File: config.mk
export PLATFORM = sky130hd
export DESIGN_NAME = tile_alpha_mixer
export DESIGN_NICKNAME = d
export VERILOG_FILES = /design/src/rtl/mix_pkg.sv /design/src/rtl/mix_tile_ctl.sv /design/src/rtl/mix_blend_lane.sv /design/src/rtl/mix_out_stage.sv /design/src/rtl/tile_alpha_mixer.sv
export SDC_FILE = /design/constraint.sdc
export NUM_CORES = 1
export LEC_CHECK = 0
export ABC_AREA = 0
export BUFFER_PORTS_ARGS = -buffer_cell sky130_fd_sc_hd__buf_2
export CAP_MARGIN = 20
export CORE_MARGIN = 2
export CORE_UTILIZATION = 53
export CTS_BUF_LIST = sky130_fd_sc_hd__clkbuf_8
export DETAILED_ROUTE_END_ITERATION = 8
export GPL_TIMING_DRIVEN = 0
export PLACE_DENSITY = 0.82
export SKIP_CTS_REPAIR_TIMING = 1
export SLEW_MARGIN = 10
export SYNTH_ARGS = -nofsm -noshare
export SYNTH_HDL_FRONTEND = slang
export SYNTH_HIERARCHICAL = 1
export SYNTH_SLANG_ARGS = --single-unit
File: constraint.sdc
create_clock -name clk -period 48.4 [get_ports clk]
set_clock_uncertainty 0.1 [all_clocks]
set_input_delay 7.26 -clock clk [delete_from_list [all_inputs] [get_ports clk]]
set_output_delay 7.26 -clock clk [all_outputs]
set_load 0.02 [all_outputs]
File: src/rtl/mix_pkg.sv
package mix_pkg;

  typedef enum logic [1:0] {
    MIX_BLEND     = 2'd0,
    MIX_FADE      = 2'd1,
    MIX_COPY      = 2'd2,
    MIX_BLEND_ALT = 2'd3
  } mix_mode_e;

  // Weighted mix of two components with rounding; amax is full-scale alpha.
  function automatic int unsigned mix_div(int unsigned a, int unsigned top,
                                          int unsigned under, int unsigned amax);
    int unsigned num;
    num = a * top + (amax - a) * under + amax / 2;
    return num / amax;
  endfunction

endpackage

File: src/rtl/mix_tile_ctl.sv
module mix_tile_ctl
  import mix_pkg::*;
#(
  parameter int PIX_W    = 24,
  parameter int ALPHA_W  = 6,
  parameter int TILE_PIX = 16
) (
  input  logic               clk,
  input  logic               rst_n,
  input  logic               take,
  input  logic [1:0]         mode_cfg,
  input  logic [PIX_W-1:0]   fade_color,
  input  logic [ALPHA_W-1:0] fade_level,
  output mix_mode_e          cur_mode,
  output logic [PIX_W-1:0]   cur_color,
  output logic [ALPHA_W-1:0] cur_level,
  output logic               tile_last
);
  localparam int CNT_W = (TILE_PIX > 1) ? $clog2(TILE_PIX) : 1;
  localparam logic [CNT_W-1:0] LAST_IDX = CNT_W'(TILE_PIX - 1);

  logic [CNT_W-1:0]   pos_q;
  mix_mode_e          mode_q;
  logic [PIX_W-1:0]   color_q;
  logic [ALPHA_W-1:0] level_q;
  logic               tile_first;

  assign tile_first = (pos_q == '0);
  assign tile_last  = (pos_q == LAST_IDX);

  // The first pixel of a tile uses the live settings; the rest use the latch.
  assign cur_mode  = tile_first ? mix_mode_e'(mode_cfg) : mode_q;
  assign cur_color = tile_first ? fade_color : color_q;
  assign cur_level = tile_first ? fade_level : level_q;

  always_ff @(posedge clk or negedge rst_n) begin
    if (!rst_n) begin
      pos_q   <= '0;
      mode_q  <= MIX_BLEND;
      color_q <= '0;
      level_q <= '0;
    end else if (take) begin
      pos_q <= tile_last ? '0 : pos_q + 1'b1;
      if (tile_first) begin
        mode_q  <= mix_mode_e'(mode_cfg);
        color_q <= fade_color;
        level_q <= fade_level;
      end
    end
  end

endmodule

File: src/rtl/mix_blend_lane.sv
module mix_blend_lane
  import mix_pkg::*;
#(
  parameter int CH_W    = 8,
  parameter int ALPHA_W = 6
) (
  input  logic [CH_W-1:0]    top_ch,
  input  logic [CH_W-1:0]    under_ch,
  input  logic [ALPHA_W-1:0] alpha,
  output logic [CH_W-1:0]    mix_ch
);
  localparam int unsigned AMAX = (1 << ALPHA_W) - 1;

  assign mix_ch = CH_W'(mix_div(32'(alpha), 32'(top_ch), 32'(under_ch), AMAX));

endmodule

File: src/rtl/mix_out_stage.sv
module mix_out_stage #(
  parameter int PIX_W = 24
) (
  input  logic             clk,
  input  logic             rst_n,
  input  logic             load,
  input  logic [PIX_W-1:0] load_pix,
  input  logic             load_last,
  output logic             slot_free,
  output logic             out_valid,
  input  logic             out_ready,
  output logic [PIX_W-1:0] out_pix,
  output logic             out_last
);
  assign slot_free = !out_valid || out_ready;

  always_ff @(posedge clk or negedge rst_n) begin
    if (!rst_n) begin
      out_valid <= 1'b0;
      out_pix   <= '0;
      out_last  <= 1'b0;
    end else if (slot_free) begin
      out_valid <= load;
      if (load) begin
        out_pix  <= load_pix;
        out_last <= load_last;
      end
    end
  end

endmodule

File: src/rtl/tile_alpha_mixer.sv
module tile_alpha_mixer
  import mix_pkg::*;
#(
  parameter int CH_W     = 8,
  parameter int N_CH     = 3,
  parameter int ALPHA_W  = 6,
  parameter int TILE_PIX = 16
) (
  input  logic                   clk,
  input  logic                   rst_n,
  input  logic [1:0]             mode_cfg,
  input  logic [N_CH*CH_W-1:0]   fade_color,
  input  logic [ALPHA_W-1:0]     fade_level,
  input  logic                   fg_valid,
  output logic                   fg_ready,
  input  logic [N_CH*CH_W-1:0]   fg_pix,
  input  logic [ALPHA_W-1:0]     fg_alpha,
  input  logic                   bg_valid,
  output logic                   bg_ready,
  input  logic [N_CH*CH_W-1:0]   bg_pix,
  output logic                   out_valid,
  input  logic                   out_ready,
  output logic [N_CH*CH_W-1:0]   out_pix,
  output logic                   out_last
);
  localparam int PIX_W = N_CH * CH_W;
  localparam logic [ALPHA_W-1:0] ALPHA_FULL = '1;

  logic               slot_free_w;
  logic               take_w;
  mix_mode_e          cur_mode_w;
  logic [PIX_W-1:0]   cur_color_w;
  logic [ALPHA_W-1:0] cur_level_w;
  logic               tile_last_w;
  logic [PIX_W-1:0]   top_sel_w;
  logic [ALPHA_W-1:0] alpha_sel_w;
  logic [PIX_W-1:0]   mixed_w;

  // Both streams move together; each ready depends on the other's valid.
  assign take_w   = fg_valid && bg_valid && slot_free_w;
  assign fg_ready = bg_valid && slot_free_w;
  assign bg_ready = fg_valid && slot_free_w;

  mix_tile_ctl #(
    .PIX_W   (PIX_W),
    .ALPHA_W (ALPHA_W),
    .TILE_PIX(TILE_PIX)
  ) u_ctl (
    .clk       (clk),
    .rst_n     (rst_n),
    .take      (take_w),
    .mode_cfg  (mode_cfg),
    .fade_color(fade_color),
    .fade_level(fade_level),
    .cur_mode  (cur_mode_w),
    .cur_color (cur_color_w),
    .cur_level (cur_level_w),
    .tile_last (tile_last_w)
  );

  // Every pass type reduces to one blend with a chosen top layer and alpha.
  always_comb begin
    case (cur_mode_w)
      MIX_FADE: begin
        top_sel_w   = cur_color_w;
        alpha_sel_w = cur_level_w;
      end
      MIX_COPY: begin
        top_sel_w   = fg_pix;
        alpha_sel_w = ALPHA_FULL;
      end
      default: begin
        top_sel_w   = fg_pix;
        alpha_sel_w = fg_alpha;
      end
    endcase
  end

  for (genvar c = 0; c < N_CH; c++) begin : g_lane
    mix_blend_lane #(
      .CH_W   (CH_W),
      .ALPHA_W(ALPHA_W)
    ) u_lane (
      .top_ch  (top_sel_w[c*CH_W +: CH_W]),
      .under_ch(bg_pix[c*CH_W +: CH_W]),
      .alpha   (alpha_sel_w),
      .mix_ch  (mixed_w[c*CH_W +: CH_W])
    );
  end

  mix_out_stage #(
    .PIX_W(PIX_W)
  ) u_out (
    .clk      (clk),
    .rst_n    (rst_n),
    .load     (take_w),
    .load_pix (mixed_w),
    .load_last(tile_last_w),
    .slot_free(slot_free_w),
    .out_valid(out_valid),
    .out_ready(out_ready),
    .out_pix  (out_pix),
    .out_last (out_last)
  );

endmodule

==> metrics.yaml <==
logic_synthesis:
  synth-edff-count: 0
  ys_warn_count: 6
  synth-async-reset-ratio_pct: 100.0
  synth-main-ff-cell: "dfrtp_1"
  syn-cell-area_um2: 21620
  ys_ff_latch: 62
  syn-num-nets: 2951
  synth_cell_types: 131
  syn_avg_cell_area_um2: 8.762
  postSynthCellCount: 2468
  yosysSeqAreaShare_pct: 7.175
sta:
  worst_hold_slack_ns: 0.4092
  setup_viol: 0
  slew_headroom_pct: 43.26
  rsz0062_at_grt: "no"
  fin_crit_sh_pct: 47.42
  period_minus_slack_ns: 22.95
  tns_ns: 0
  hold_violations: 0
  worstMarginPinSlew_ns: 0.8511
  slew_viol_final: 0
  timing.fmax_mhz: 43.57
hold_path:
  hold_class: "flop to flop"
  whs_path_depth: 1
  hp-start: "u_out/out_pix[5]$_DFFE_PN0P_"
  hold_end: "u_out/out_pix[5]$_DFFE_PN0P_"
placed_design:
  place_congestion: 0.9324
  dp_hpwl_mm: 44.93
  io_buffers: 118
  dp_cells: 3119
clocking:
  root_buffer: "clkbuf_8"
  cts_buffer_depth: 2
  cts_num_sinks: 62
  htreeDepth: 3
  cts_tree: "done"
  insertion_delay_ns: 0.46
  numCtsBuffers: 9
  clkTransAtPathRegs_ns: 0.08
global_routing:
  grt_pass1_vias: 19160
  grt_pass1_wl_mm: 92.00
  grt_max_degree: 42
  grt_antenna_before_repair: 5
  overflow: 0
  grtUsageTotal_pct: 26.28
routing:
  dr.pass1.iters: 5
  drc: 0
  ant_nets: 0
  avgViaCountPerCell: 6.100
  drt-total-wl_mm: 54.14
  drtIter0Drc: 1097
  via_count: 19140
  detail_route.wl_per_cell_um: 17.25
worst_setup_path:
  slowest_stage: "a2111oi_2"
  path_max_fanout: 11
  cp-start-kind: "input pin"
  r2r_slack_ns: 30.80
  reg2reg_from: "u_ctl/pos_q[0]$_DFFE_PN0P_"
  cp.required_ns: 48.62
  end_kind: "flop"
  crit_arrival_ns: 23.16
  reg2reg_to: "u_out/out_pix[0]$_DFFE_PN0P_"
  reg2reg_depth: 64
  crit_type: "input pin to flop"
  worst_path_largest_cell_delay_ns: 0.67
layout:
  fin_nets: 3088
  fin_cells: 3138
  syn_to_final_growth_pct: 7.441
  layout-drive-gt1-share_pct: 17.24
floorplanning:
  rows: 73
  pin_count: 119
  core-area_um2: 40010
  fp.dieH_um: 206.0
  die_w_um: 206.0
  initial_utilization_pct: 54.05
  die_area_um2: 42430
run:
  cap_violations: 0
outcome:
  outcome: "complete, no violations"
layout by cell type, fill, tap and decap left out, drive strengths merged, types with 23 or more instances in the layout:
master	n
nand2	140
ha	194
o21a	27
xnor2	64
o31ai	26
nor2	88
a31oi	23
nor2b	138
buf	163
o21ai	70
nand3	50
nor3	73
and2	136
a21oi	129
clkbuf	42
fa	198
nand2b	30
dfrtp	62
mux2	124
inv	313
a21o	44
a211oi	32
xor2	29
o211ai	40
cells in the mapped netlist (all sizes together) (12+ instances only):
library cell,count,area [um^2]
mux2i,22,220.2
xnor2,64,609.3
o21a,27,202.7
a211oi,32,305.3
nor3,73,440.4
nor2b,138,863.3
a311oi,17,161.4
or2,13,86.33
clkbuf,33,123.9
and2,136,855.8
mux2,124,1659
a31oi,23,162.7
nand2,140,538.0
a21o,44,330.3
inv,309,1160
xor2,29,254.0
buf,37,345.3
or3,21,146.4
ha,194,2427
nor2,88,352.8
a211o,12,107.6
o21bai,21,157.7
nand4,21,143.9
a21oi,129,671.9
o211ai,40,352.8
and3,21,132.6
o21ai,70,399.1
nor4,18,165.2
fa,198,3964
nand2b,30,195.2
dfrtp,62,1551
nand3,50,260.3
o31ai,26,242.7
cell type report:
type                            instances  area, um^2
Clock inverter                          7       77.57
Timing Repair Buffer                  126       714.4
Multi-Input combinational cell       2027       18470
Sequential cell                        62        1551
Fill cell                            3503       16770
Antenna cell                            3       7.507
Clock buffer                            9       123.9
Inverter                              309        1160
Tap cell                              525       656.9
Buffer                                 70       469.2
cells by family after synthesis:
family                     after synthesis  synth area share [%]
xor gates and xnor gates                93                 3.992
buffers and inverters                  379                 7.533
muxes                                  146                 8.691
and+or+nand+nor                        804                 21.80
DFF                                     62                 7.175
adders and majority gates              398                 29.83
AOI/OAI and AO/OA                      583                 20.93
other                                    3               0.05207
state kept, by name, summed over array words and instances (netlist names):
| register | count |
|---|---|
| u_ctl/pos_q | 4 |
| u_out/out_valid | 1 |
| u_ctl/color_q | 24 |
| u_out/out_last | 1 |
| u_out/out_pix | 24 |
| u_ctl/mode_q | 2 |
| u_ctl/level_q | 6 |
worst max path at each step:
stage                     start                            to  slack, ns  depth (start not counted)
finish              mode_cfg[0]  u_out/out_pix[0]$_DFFE_PN0P_      25.45                         61
floorplan           mode_cfg[0]  u_out/out_pix[0]$_DFFE_PN0P_      27.21                         53
CTS                 mode_cfg[0]  u_out/out_pix[0]$_DFFE_PN0P_      25.65                         61
global route        mode_cfg[1]  u_out/out_pix[8]$_DFFE_PN0P_      24.39                         57
detailed placement  mode_cfg[0]  u_out/out_pix[0]$_DFFE_PN0P_      25.23                         60
global placement    mode_cfg[1]  u_out/out_pix[8]$_DFFE_PN0P_      24.68                         55
stage by stage:
stage / utilization [%] / setup slack [ns] / cell area [um^2]
global route: 58.06 / 24.39 / 23230
CTS: 58.06 / 25.65 / 23230
detailed placement: 57.55 / 25.23 / 23020
global placement: 57.17 / 24.68 / 22870
finish: 58.08 / 25.45 / 23230
floorplan: - / 27.21 / 21620
routing by layer:
| layer | wire length [um] | up-vias | global-route usage (%) |
|---|---|---|---|
| met2 | 26670 | 657 | 45.95 |
| li1 | - | 9011 | - |
| met1 | 22970 | 9371 | 33.75 |
| met4 | 1108 | 8 | 7.347 |
| met5 | 42 | - | 0 |
| met3 | 3347 | 94 | 3.769 |
critical path: cells and delay by family:
kind | cells | cell delay [ns]
AOI/OAI and AO/OA | 20 | 4.96
xor gates and xnor gates | 1 | 0.17
adders and majority gates | 12 | 4.68
buffers and inverters | 10 | 1.19
muxes | 3 | 0.72
and+or+nand+nor | 15 | 4.15
Power is not shown: default switching activity piles up to over one toggle a cycle in this logic, so the estimate is an artifact.
